### config.mk
export PLATFORM = sky130hd
export DESIGN_NAME = cond_branch_unit
export DESIGN_NICKNAME = d
export VERILOG_FILES = /design/src/rtl/cbr_pkg.sv /design/src/rtl/cbr_operand_latch.sv /design/src/rtl/cbr_relation.sv /design/src/rtl/cbr_target.sv /design/src/rtl/cond_branch_unit.sv
export SDC_FILE = /design/constraint.sdc
export NUM_CORES = 1
export LEC_CHECK = 0
export BUFFER_PORTS_ARGS = -buffer_cell sky130_fd_sc_hd__buf_2
export CORE_MARGIN = 2
export CORE_UTILIZATION = 60
export DETAILED_ROUTE_END_ITERATION = 7
export MAX_ROUTING_LAYER = met4
export PLACE_DENSITY = 0.9
export RECOVER_POWER = 100
export REMOVE_ABC_BUFFERS = 1
export SYNTH_ARGS = -nofsm -noshare
export SYNTH_HDL_FRONTEND = slang
export SYNTH_SLANG_ARGS = --single-unit
### constraint.sdc
create_clock -name clk -period 7.02 [get_ports clk]
set_clock_uncertainty 0.05 [all_clocks]
set_input_delay 1.053 -clock clk [delete_from_list [all_inputs] [get_ports clk]]
set_output_delay 1.053 -clock clk [all_outputs]
set_load 0.02 [all_outputs]
### src/rtl/cbr_pkg.sv
package cbr_pkg;
  // Relation selector codes; the numeric order is part of the instruction set.
  localparam logic [3:0] REL_EQ  = 4'd0;
  localparam logic [3:0] REL_NE  = 4'd1;
  localparam logic [3:0] REL_LT  = 4'd2;
  localparam logic [3:0] REL_GT  = 4'd3;
  localparam logic [3:0] REL_LTU = 4'd4;
  localparam logic [3:0] REL_GTU = 4'd5;
  localparam logic [3:0] REL_GE  = 4'd6;
  localparam logic [3:0] REL_LE  = 4'd7;
  localparam logic [3:0] REL_GEU = 4'd8;
  localparam logic [3:0] REL_LEU = 4'd9;

  // Basic outcomes of comparing the two latched operands.
  typedef struct packed {
    logic eq;
    logic slt;
    logic ult;
  } cmp_flags_t;
endpackage

### src/rtl/cbr_operand_latch.sv
module cbr_operand_latch #(
  parameter int W = 32
) (
  input  logic         clk,
  input  logic         rst,
  input  logic         load,
  input  logic [W-1:0] d,
  output logic [W-1:0] q
);
  always_ff @(posedge clk) begin
    if (rst) q <= '0;
    else if (load) q <= d;
  end
endmodule

### src/rtl/cbr_relation.sv
module cbr_relation
  import cbr_pkg::*;
#(
  parameter int W     = 32,
  parameter int SEL_W = 4
) (
  input  logic [W-1:0]     opa,
  input  logic [W-1:0]     opb,
  input  logic [SEL_W-1:0] sel,
  output logic             hit,
  output logic             legal
);
  cmp_flags_t f;

  always_comb begin
    f.eq  = (opa == opb);
    f.slt = ($signed(opa) < $signed(opb));
    f.ult = (opa < opb);
  end

  always_comb begin
    hit   = 1'b0;
    legal = 1'b1;
    case (sel)
      REL_EQ:  hit = f.eq;
      REL_NE:  hit = !f.eq;
      REL_LT:  hit = f.slt;
      REL_GT:  hit = !f.slt && !f.eq;
      REL_LTU: hit = f.ult;
      REL_GTU: hit = !f.ult && !f.eq;
      REL_GE:  hit = !f.slt;
      REL_LE:  hit = f.slt || f.eq;
      REL_GEU: hit = !f.ult;
      REL_LEU: hit = f.ult || f.eq;
      default: legal = 1'b0;
    endcase
  end
endmodule

### src/rtl/cbr_target.sv
module cbr_target #(
  parameter int ADDR_W = 32,
  parameter int OFF_W  = 10
) (
  input  logic [ADDR_W-1:0] pc,
  input  logic [OFF_W-1:0]  off_field,
  output logic [ADDR_W-1:0] seq_pc,
  output logic [ADDR_W-1:0] jump_pc
);
  localparam int EXT_W = ADDR_W - OFF_W - 1;
  localparam logic [ADDR_W-1:0] INSN_BYTES = ADDR_W'(2);

  logic [ADDR_W-1:0] disp;

  always_comb begin
    disp    = {{EXT_W{off_field[OFF_W-1]}}, off_field, 1'b0};
    seq_pc  = pc + INSN_BYTES;
    jump_pc = seq_pc + disp;
  end
endmodule

### src/rtl/cond_branch_unit.sv
module cond_branch_unit #(
  parameter int DATA_W = 32,
  parameter int ADDR_W = 32,
  parameter int OFF_W  = 10,
  parameter int SEL_W  = 4
) (
  input  logic                     clk,
  input  logic                     rst,
  input  logic                     cmp_valid,
  input  logic [DATA_W-1:0]        cmp_lhs,
  input  logic [DATA_W-1:0]        cmp_rhs,
  input  logic                     br_valid,
  input  logic [ADDR_W-1:0]        br_pc,
  input  logic [OFF_W+SEL_W+1:0]   br_insn,
  output logic                     res_valid,
  output logic                     res_taken,
  output logic                     res_illegal,
  output logic [ADDR_W-1:0]        res_next_pc
);
  localparam int INSN_W = OFF_W + SEL_W + 2;
  localparam int NUM_OPS = 2;

  logic [NUM_OPS-1:0][DATA_W-1:0] op_in;
  logic [NUM_OPS-1:0][DATA_W-1:0] op_q;
  logic [DATA_W-1:0]              lat_a;
  logic [DATA_W-1:0]              lat_b;

  assign op_in[0] = cmp_lhs;
  assign op_in[1] = cmp_rhs;

  for (genvar i = 0; i < NUM_OPS; i++) begin : g_lat
    cbr_operand_latch #(.W(DATA_W)) u_lat (
      .clk  (clk),
      .rst  (rst),
      .load (cmp_valid),
      .d    (op_in[i]),
      .q    (op_q[i])
    );
  end

  assign lat_a = op_q[0];
  assign lat_b = op_q[1];

  logic [SEL_W-1:0] sel;
  logic [OFF_W-1:0] off_field;
  logic             form_ok;
  logic             accept;

  assign sel       = br_insn[OFF_W +: SEL_W];
  assign off_field = br_insn[OFF_W-1:0];
  assign form_ok   = (br_insn[INSN_W-1 -: 2] == 2'b11);
  assign accept    = br_valid && form_ok;

  logic hit;
  logic legal;

  cbr_relation #(.W(DATA_W), .SEL_W(SEL_W)) u_rel (
    .opa   (lat_a),
    .opb   (lat_b),
    .sel   (sel),
    .hit   (hit),
    .legal (legal)
  );

  logic [ADDR_W-1:0] seq_pc;
  logic [ADDR_W-1:0] jump_pc;

  cbr_target #(.ADDR_W(ADDR_W), .OFF_W(OFF_W)) u_tgt (
    .pc        (br_pc),
    .off_field (off_field),
    .seq_pc    (seq_pc),
    .jump_pc   (jump_pc)
  );

  always_ff @(posedge clk) begin
    if (rst) begin
      res_valid   <= 1'b0;
      res_taken   <= 1'b0;
      res_illegal <= 1'b0;
      res_next_pc <= '0;
    end else begin
      res_valid <= accept;
      if (accept) begin
        res_taken   <= legal && hit;
        res_illegal <= !legal;
        if (!legal)   res_next_pc <= br_pc;
        else if (hit) res_next_pc <= jump_pc;
        else          res_next_pc <= seq_pc;
      end
    end
  end
endmodule

# == After elaboration in Yosys (flattened, before gate mapping) ==
# Index checks and enable logic that the tools add are counted.
# classes
eq_ne,11
n_lt_le_gt_ge,2
add_sub_neg,2
reduce_logical,12
mux,4
# ops
op,count
32-bit < comparator,2
32-bit two-way mux,2
32-bit by 2-bit adder with 32-bit output (second input constant),1
32-bit adder,1
32-bit == test,1
4-bit by 3-bit == test with 1-bit output (second input constant),4
1-bit case mux with 10 select lines,1
10-bit OR reduction,1
4-bit by 2-bit == test with 1-bit output (second input constant),2
4-bit == test (second input constant),2
4-bit by 1-bit == test with 1-bit output (second input constant),1
1-bit logical AND,4
1-bit zero test,4
4-bit zero test,1
2-bit == test (second input constant),1
1-bit logical OR,2
1-bit two-way mux,1
# totals
ff_bits,99
output_inout_bits,35
wordCells,37

# == Longest topological paths before layout ==
# Gate-level depths: netlist (run 1).
# logic_depth
ltp_word,6
mapped_depth,19

# == Cells and area by module ==
# A second synthesis (run 1) with hierarchy kept.
# unflattened
cells_unflattened,878
area_unflattened_um2,7500.9
# modules_own_cells
mod,area_per_inst_um2,cells_each,instances
cbr_target,2409.8,350,1
cbr_operand_latch,1163.6,103,2
cond_branch_unit,1791.7,189,1
cbr_relation,972.2,133,1

# == Least setup slack after synthesis (run 1) ==
# Ideal clock, no wire load.
# synth_timing
path_type,in2reg
startpoint,input port br_pc[3]
endpoint,register res_next_pc[31]
path_stages,16
n_path_buf,2
slack_ns,2.310
required_time_ns,6.878
arrival_time_ns,4.567
path_cell_list,buf_2 > nand4_1 > nor4_1 > and2_1 > and3_1 > buf_2 > xor2_1 > ha_1 > nand4_1 > or4_1 > a21oi_1 > nor4b_1 > or2_1 > o311ai_1 > a21oi_1 > o32ai_1
# synth_between
elab_chain_cells,4
# synth_lines
element,line,text
from (decl),cond_branch_unit.sv:13,"input logic [ADDR_W-1:0] br_pc,"
32-bit by 2-bit adder with 32-bit output (*),cbr_target.sv:17,seq_pc = pc + INSN_BYTES;
32-bit adder,cbr_target.sv:18,jump_pc = seq_pc + disp;
32-bit two-way mux (*),cond_branch_unit.sv:87,else if (hit) res_next_pc <= jump_pc;
32-bit two-way mux (*),cond_branch_unit.sv:86,if (!legal) res_next_pc <= br_pc;
to (signal assigned),cond_branch_unit.sv:86,
to (signal assigned),cond_branch_unit.sv:87,
to (signal assigned),cond_branch_unit.sv:88,else res_next_pc <= seq_pc;
to (decl),cond_branch_unit.sv:18,output logic [ADDR_W-1:0] res_next_pc
# Every way passes the cells marked *; elsewhere a longest branch is shown, timed or not.
# A chain may end at the register's enable or synchronous reset.

# == Worst setup path after layout (run 1) ==
# layout_timing
startpoint,input port br_pc[1]
endpoint,register res_next_pc[26]
# Same word-level chain as after synthesis.

==> flow_summary.toml, run 1 <==
[min_path]
hold_end = "res_next_pc[2]"
hp-start = "res_next_pc[2]"
min_path_cells = 2
hold_path_class = "reg -> reg"

[worst_setup_path]
cp.required_ns = 7.26
cp_max_fo = 5
start_kind = "primary input"
r2r-start = "g_lat[1].u_lat.q[14]"
r2r_end = "res_next_pc[7]"
worstSetupPathType = "in -> reg"
critPathCaptureType = "flip-flop"
regToRegSetupSlack_ns = 2.63
cp.arrival_ns = 5.57
ff2ff_path_depth = 11

[synth]
synth_area_leader_cell = "dfxtp_1"
synth.distinct_cells = 77
syn_area_sq_um = 7200
synthArstFlopShare = 0
syn-instance-count = 895
avgSynthCellArea_sq_um = 8.05
synth_most_common_cell = "nor2_1"
ys_warn_count = 0
synth_edf_count = 0
yosys-top-cells-area = "dfxtp_1 (28%), ha_1 (11%), mux2i_1 (10%)"
ys_top_cells_by_count = "nor2_1 (122), dfxtp_1 (99), mux2i_1 (74)"
synth-seq-cells = 99
yosysTopAreaCellShare = 0.275
synth_top_flop_cell = "dfxtp_1"
yosysSeqAreaShare = 0.275

[finish]
fin_area_sq_um = 8220
diodes = 0
nets = 1198
drive_gt1_frac = 0.143
area_growth_pct = 14.1

[sta]
layout_setup_ws_ns = 1.69
slew_headroom = -1.92
clock.fmax_ghz = 0.188
finalSetupTns_ns = 0
fin_crit_ns = 5.33
tightestPinTransition_ns = 4.39
hold_violations = 0
fin_crit_sh = 0.759
slew_viol_final = 114
rsz0062_at_grt = "no"
setup_viol = 0

[global_route]
grt.overflow.total = 0
grt_pass1_wl_microns = 31300
grt_max_degree = 65
globalRouteTotalUtil = 0.310
grt_pass1_vias = 6794
antenna_found_initial = 0

[cts]
cts_buffer_depth = 2
clk_pin_slew_ns = 0.07
cts_buffers = 9
cts-hold-fix-buffers = 0
ctsResizeCount = 0
clock_latency_ns = 0.36
cts_root_buf = "clkbuf_16"
htreeDepth = 3
cts_setup_buffers = 0
cts_tree = "yes"
clock-sinks = 99

[place]
place_hpwl_microns = 14400
placed_area_sq_um = 7990
dp_worst_setup_slack_ns = 1.64
gp_congestion = 0.975
port_buffers = 150

[die]
dieHeight_microns = 114
die_w_microns = 114
core_region_area_sq_um = 11900
initial_core_util = 0.607
die_area_sq_um = 12900
pin_count = 151
rows = 40

[detailed_routing]
wirelength_microns = 19400
num_vias = 7116
drc = 0
ant_nets = 0
wl_per_cell_microns = 16.6
viasPerCell = 6.08
first_iter_violations = 582
dr.pass1.iters = 7

[status]
violations = "max-capacitance violations, max-slew violations"
outcome = "complete, but fails checks"

[power]
switching_share = 0.330
p_sw_mw = 0.531
pwr-share-comb = 0.294
leakage_nw = 3.67
power.share.clock = 0.326
powerDensity_nw_per_um2 = 196
intPower_mw = 1.08
seqPwrFrac = 0.380
ir_drop_mv = 0.201

[run]
maxCapViolations = 2
-- registers in the layout (all words and copies together), names as in the netlist --
signal         count
g_lat.u_lat.q     64
res_illegal        1
res_next_pc       32
res_taken          1
res_valid          1
-- per-stage QoR --
| stage | hold WS (ns) | cells | util | total power, mW |
|---|---|---|---|---|
| after global placement | 0.385 | 1154 | 0.673 | 1.08 |
| final | 0.410 | 1170 | 0.693 | 1.61 |
| after floorplan | 0.410 | 853 | - | 0.931 |
| after detailed placement | 0.393 | 1154 | 0.673 | 1.09 |
| after CTS | 0.403 | 1170 | 0.699 | 1.61 |
| after global routing | 0.436 | 1170 | 0.693 | 1.69 |
-- placed cells by master (no fill, tap or decap), types with 3 or more instances in the layout --
master       n
a211oi_1     7
a21o_1       9
a21oi_1     49
a221oi_1     5
a22oi_1      4
a31oi_1      5
and2_1       4
and3_1      15
and4_1       5
buf_2      112
clkbuf_1    40
clkbuf_16    9
dfxtp_1     99
ha_1        63
inv_1       47
mux2_2       3
mux2i_1     74
nand2_1     65
nand3_1     30
nand3b_1     6
nand4_1     15
nor2_1     121
nor2b_1      6
nor3_1      19
nor4_1       8
nor4b_1      5
o21a_1       7
o21ai_0     49
o21ai_1      5
o221ai_1     6
o22ai_1      5
o311ai_0     3
o31ai_1     13
or3_1        3
xnor2_1     27
xor2_1      20
-- power groups by stage --
stage	registers, mW	clock network [mW]	logic (mW)
floorplan	0.633	0	0.298
global placement	0.622	0	0.457
detailed placement	0.623	0	0.464
CTS	0.610	0.533	0.470
global route	0.614	0.558	0.523
finish	0.611	0.524	0.473
-- routing by layer --
layer,global-route usage,vias to the layer above,part of all wire
met1,0.369,3310,0.43
met3,0.0675,39,0.070
met4,0.116,0,0.021
met2,0.517,272,0.48
met5,-,-,0
li1,-,3495,-
-- worst max-delay path by stage --
stage | end | from | cells past startpoint | slack [ns]
6_report | res_next_pc[26] | br_pc[1] | 16 | 1.69
3_3_place_gp | res_next_pc[31] | br_pc[3] | 16 | 1.82
5_1_grt | res_next_pc[26] | br_pc[1] | 16 | 1.21
2_1_floorplan | res_next_pc[31] | br_pc[3] | 14 | 2.45
4_1_cts | res_next_pc[31] | br_pc[3] | 15 | 2.03
3_5_place_dp | res_next_pc[31] | br_pc[3] | 15 | 1.64
-- critical path, cell delays in order --
cell and delay, ns:
clkbuf_1 0.18, ha_1 0.29, inv_1 0.10, nor4_1 0.49
and2_0 0.32, nand3_1 0.12, xnor2_1 0.22, ha_1 0.33
and2_0 0.20, and3_1 0.19, a2111oi_0 0.75, o21ai_0 0.34
a21oi_1 0.31, o311ai_0 0.20, mux2_1 0.33, a21oi_1 0.14
-- kinds of logic (layout without fill, tap and decap cells) --
kind of cell | Yosys count | after routing | synth area share
DFF | 99 | 99 | 0.275
muxes | 79 | 79 | 0.111
and+or+nand+nor | 320 | 320 | 0.216
AOI/OAI and AO/OA | 197 | 197 | 0.178
xor gates and xnor gates | 47 | 47 | 0.0571
buffers and inverters | 89 | 217 | 0.0509
adders and majority gates | 64 | 64 | 0.112
-- final cells by class --
class | count | area, sq um
inverters | 47 | 176
clock inverters | 6 | 70.1
well taps | 147 | 184
flip-flops and latches | 99 | 1980
fillers | 974 | 3640
multi-input cells | 707 | 4840
clock buffers | 10 | 239
repair buffers | 154 | 726
(Power assumes the default switching activity.)
==> inputs of run 2 (changes only) <==
--- a/config.mk
+++ b/config.mk
@@ -7,10 +7,10 @@
 export LEC_CHECK = 0
 export BUFFER_PORTS_ARGS = -buffer_cell sky130_fd_sc_hd__buf_2
 export CORE_MARGIN = 2
-export CORE_UTILIZATION = 60
+export CORE_UTILIZATION = 51
 export DETAILED_ROUTE_END_ITERATION = 7
 export MAX_ROUTING_LAYER = met4
-export PLACE_DENSITY = 0.9
+export PLACE_DENSITY = 0.82
 export RECOVER_POWER = 100
 export REMOVE_ABC_BUFFERS = 1
 export SYNTH_ARGS = -nofsm -noshare
==> constraint.sdc (replaced) <==
create_clock -name clk -period 4.9 [get_ports clk]
set_clock_uncertainty 0.05 [all_clocks]
set_input_delay 0.735 -clock clk [delete_from_list [all_inputs] [get_ports clk]]
set_output_delay 0.735 -clock clk [all_outputs]
set_load 0.02 [all_outputs]
==> flow_summary.toml, run 2 (synthesized netlist as in run 1, its figures left out) <==
[sta]
rsz0062_at_grt = "no"
tightestPinTransition_ns = 2.07
fin_crit_sh = 0.924
finalSetupTns_ns = 0
fin_crit_ns = 4.53
clock.fmax_ghz = 0.221
slew_headroom = -0.381
layout_setup_ws_ns = 0.375
setup_viol = 0
hold_violations = 0
slew_viol_final = 82

[worst_setup_path]
start_kind = "primary input"
worstSetupPathType = "in -> reg"
crit_end = "res_next_pc[31]"
cp.required_ns = 5.10
critPathCaptureType = "flip-flop"
regToRegSetupSlack_ns = 0.50
r2r_end = "res_next_pc[10]"
ff2ff_path_depth = 11
critPathLaunch = "br_pc[1]"
r2r-start = "g_lat[1].u_lat.q[31]"
path_cells = "buf_2 > ha_1 > inv_1 > nor4_1 > and4_1 > nand2_1 > xnor2_1 > ha_1 > nand4_1 > or4_1 > a21oi_1 > nor4b_1 > or2_0 > o311ai_1 > a21oi_1 > o32ai_1"
critical_path.slowest_cell = "or4_1"
max_stage_delay_ns = 0.52
cp.arrival_ns = 4.73
cp_max_fo = 5

[power]
ir_drop_mv = 0.206
leakage_nw = 3.72
powerDensity_nw_per_um2 = 273

[finish]
top_register = "g_lat.u_lat.q"
area_growth_pct = 15.1
fillers = 1220
largest_register_ffs = 64
layout_commonest_cell = "nor2_1"
reg_top3 = "g_lat.u_lat.q (64), res_next_pc (32)"
final_cell_mix = "nor2_1 (121), buf_2 (114), dfxtp_1 (99), mux2i_1 (74), nand2_1 (65)"
drive_gt1_frac = 0.151
nets = 1204

[cts]
clock-sinks = 99
ctsResizeCount = 0
cts_setup_buffers = 0
cts-hold-fix-buffers = 0
cts_root_buf = "clkbuf_16"
clock_latency_ns = 0.36
cts_tree = "yes"
cts_buffers = 9
clk_pin_slew_ns = 0.07
htreeDepth = 3
cts_buffer_depth = 2

[die]
rows = 43
die_area_sq_um = 15100
pin_count = 151
core_region_area_sq_um = 13800
initial_core_util = 0.521
dieHeight_microns = 123
die_w_microns = 123

[detailed_routing]
dr.pass1.iters = 5
drc = 0
wirelength_microns = 19300
num_vias = 7077
wl_per_cell_microns = 15.9
first_iter_violations = 448
ant_nets = 0
viasPerCell = 5.85

[global_route]
grt_pass1_wl_microns = 30600
globalRouteTotalUtil = 0.260
grt_max_degree = 82
antenna_found_initial = 1
grt_pass1_vias = 6431
grt.overflow.total = 0

[status]
violations = "max-capacitance violations, max-slew violations"
outcome = "complete, but fails checks"

[place]
place_hpwl_microns = 14000
gp_congestion = 0.956
port_buffers = 150
dp_worst_setup_slack_ns = 0.0731

[run]
maxCapViolations = 2

[min_path]
hold_path_class = "reg -> reg"
-- run 2: worst min-delay path by stage --
stage | to | from | depth (start not counted)
global placement | res_next_pc[30] | res_next_pc[30] | 2
CTS | res_next_pc[25] | res_next_pc[25] | 2
floorplan | g_lat[0].u_lat.q[0] | g_lat[0].u_lat.q[0] | 2
finish | res_next_pc[3] | res_next_pc[3] | 2
global route | res_next_pc[3] | res_next_pc[3] | 2
detailed placement | res_next_pc[11] | res_next_pc[11] | 2
-- run 2: where the power goes --
group / leakage (nW) / total, mW / internal [mW] / switching (mW)
clock network: 0.146 / 0.716 / 0.369 / 0.347
logic: 2.76 / 0.672 / 0.276 / 0.396
registers: 0.813 / 0.874 / 0.850 / 0.0236
-- run 2: through the flow --
step	utilization	hold slack [ns]	std cells	instance area, sq um	total power [mW]
floorplan	-	0.410	853	7010	1.33
global placement	0.584	0.383	1193	8070	1.55
detailed placement	0.584	0.392	1193	8070	1.56
CTS	0.605	0.404	1209	8360	2.28
global route	0.600	0.431	1210	8290	2.39
finish	0.600	0.410	1210	8290	2.26
-- run 2: area by class of cell --
type,instances,area (sq um),share of cell area
Clock inverter,6,51.3,0.00618
Clock buffer,10,239,0.0288
Sequential cell,99,1980,0.239
Inverter,47,176,0.0213
Timing Repair Buffer,160,776,0.0935
Multi-Input combinational cell,707,4840,0.584
Antenna cell,1,2.50,0.000302
Tap cell,180,225,0.0272
-- run 2: layer usage --
metal  wire length, microns  GRT usage
met5                      0          -
met4                    505     0.0905
met3                   1400     0.0525
met2                   8840      0.420
met1                   8550      0.323
-- run 2: worst max-delay path, delay by kind of cell --
kind	cells	cell delay, ns
adder cells (fa/ha/maj)	2	0.63
AND/OR/NAND/NOR	7	1.99
AO/OA/AOI/OAI	4	0.99
buffers and inverters	2	0.22
XOR/XNOR	1	0.15
==> inputs of run 3 (changes only) <==
--- a/config.mk
+++ b/config.mk
@@ -6,8 +6,10 @@
 export NUM_CORES = 1
 export LEC_CHECK = 0
 export BUFFER_PORTS_ARGS = -buffer_cell sky130_fd_sc_hd__buf_2
+export CORE_ASPECT_RATIO = 1.75
 export CORE_MARGIN = 2
 export CORE_UTILIZATION = 51
+export CTS_CLUSTER_DIAMETER = 120
 export DETAILED_ROUTE_END_ITERATION = 7
 export MAX_ROUTING_LAYER = met4
 export PLACE_DENSITY = 0.82
==> flow_summary.toml, run 3 (synthesized netlist as in run 1, its figures left out) <==
[detailed_routing]
drc = 0
wirelength_microns = 20700
ant_nets = 0
num_vias = 7224
viasPerCell = 5.92
dr.pass1.iters = 5
wl_per_cell_microns = 17.0
first_iter_violations = 203

[power]
powerDensity_nw_per_um2 = 270
ir_drop_mv = 0.177
leakage_nw = 3.78
power.total_mw = 2.26

[die]
die_area_sq_um = 15100
core_region_area_sq_um = 13800
dieHeight_microns = 161
initial_core_util = 0.521
pin_count = 151
rows = 57
die_w_microns = 93.8

[sta]
fin_crit_sh = 0.924
clock.fmax_ghz = 0.221
rsz0062_at_grt = "no"
slew_headroom = -0.368
hold_violations = 0
finalSetupTns_ns = 0
setup_viol = 0
tightestPinTransition_ns = 2.05
fin_crit_ns = 4.53
slew_viol_final = 80

[finish]
final_util = 0.607
reg_top3 = "g_lat.u_lat.q (64), res_next_pc (32)"
drive_gt1_frac = 0.162
diodes = 0
multi_input_area_sq_um = 4850
area_growth_pct = 16.6
largest_register_ffs = 64
fillers = 1288
final_cell_mix = "nor2_1 (121), buf_2 (114), dfxtp_1 (99), mux2i_1 (74), nand2_1 (65)"
nets = 1218
layout_commonest_cell = "nor2_1"
fin_cells = 1220
top_register = "g_lat.u_lat.q"
regArea_sq_um = 1980
fin_area_sq_um = 8400

[min_path]
hp-start = "res_next_pc[29]"
hold_path_class = "reg -> reg"
hold_end = "res_next_pc[29]"
min_path_cells = 2

[global_route]
antenna_found_initial = 0
globalRouteTotalUtil = 0.277
grt_pass1_wl_microns = 32500
grt_max_degree = 65
grt_pass1_vias = 7058
grt.overflow.total = 0

[worst_setup_path]
cp_max_fo = 30
cp.buffers_inverters = 1
r2r-start = "g_lat[1].u_lat.q[31]"
ff2ff_path_depth = 11
worstSetupPathType = "reg -> reg"
regToRegSetupSlack_ns = 0.37
crit_top_cell = "o21a_1"
max_stage_delay_ns = 1.26
critical_path.slowest_cell = "and4_1"
crit_family = "simple AND/OR/NAND/NOR gates"
critPathCaptureType = "flip-flop"
path_cells = "inv_1 > ha_1 > nand4_1 > nor4_2 > nand3_1 > o21a_1 > o21a_1 > mux2i_2 > and4_1 > o311ai_0 > a211oi_1"
cp.arrival_ns = 4.74
cp.required_ns = 5.11
start_kind = "flip-flop"
r2r_end = "res_next_pc[7]"

[place]
placed_area_sq_um = 8170
gp_congestion = 0.990
place_hpwl_microns = 16100
port_buffers = 150
dp.cells = 1204

[cts]
cts_root_buf = "clkbuf_16"
cts_buffers = 9
ctsResizeCount = 0
clock-sinks = 99
htreeDepth = 3
cts-hold-fix-buffers = 0
cts_buffer_depth = 2
cts_tree = "yes"
clock_latency_ns = 0.34
clk_pin_slew_ns = 0.08
cts_setup_buffers = 0

[run]
maxCapViolations = 2

[status]
violations = "max-capacitance violations, max-slew violations"
outcome = "complete, but fails checks"
==> run 3: per-stage QoR <==
step / hold slack, ns / setup WS (ns)
detailed placement: 0.389 / 0.287
CTS: 0.403 / 0.650
global route: 0.422 / 0.224
floorplan: 0.410 / 0.647
global placement: 0.388 / 0.417
finish: 0.411 / 0.375
==> run 3: how the worst max path moves through the flow <==
stage                          from              end  slack (ns)  cells past startpoint
2_1_floorplan              br_pc[3]  res_next_pc[31]        0.65                     14
3_3_place_gp               br_pc[3]  res_next_pc[31]        0.42                     17
3_5_place_dp               br_pc[3]  res_next_pc[31]        0.29                     17
4_1_cts                    br_pc[3]  res_next_pc[31]        0.65                     17
5_1_grt        g_lat[1].u_lat.q[31]   res_next_pc[7]        0.22                     11
6_report       g_lat[1].u_lat.q[31]   res_next_pc[7]        0.37                     11
==> run 3: cell type report <==
class	instances	area share
clock buffers	10	0.0273
flip-flops and latches	99	0.236
multi-input cells	707	0.577
well taps	177	0.0264
clock inverters	6	0.00685
inverters	47	0.0210
repair buffers	174	0.105
==> run 3: per-layer routing <==
metal	up-vias	part of all wire	GRT usage
li1	3519	-	-
met1	3348	0.36	0.275
met2	274	0.52	0.495
met3	83	0.055	0.0410
met4	0	0.060	0.170
met5	-	0	-
==> run 3: worst register-to-register path, stage by stage (launching register included) <==
cell	delay, ns
dfxtp_1	0.33
inv_1	0.05
ha_1	0.35
nand4_1	0.24
nor4_2	0.60
nand3_1	0.32
o21a_1	0.19
o21a_1	0.18
mux2i_2	0.27
and4_1	1.26
o311ai_0	0.35
a211oi_1	0.27
==> run 3: where the power goes <==
part           total [mW]  switching [mW]  internal [mW]
clock network       0.693           0.337          0.356
registers           0.875          0.0240          0.851
logic               0.696           0.412          0.285
total                2.26           0.772           1.49
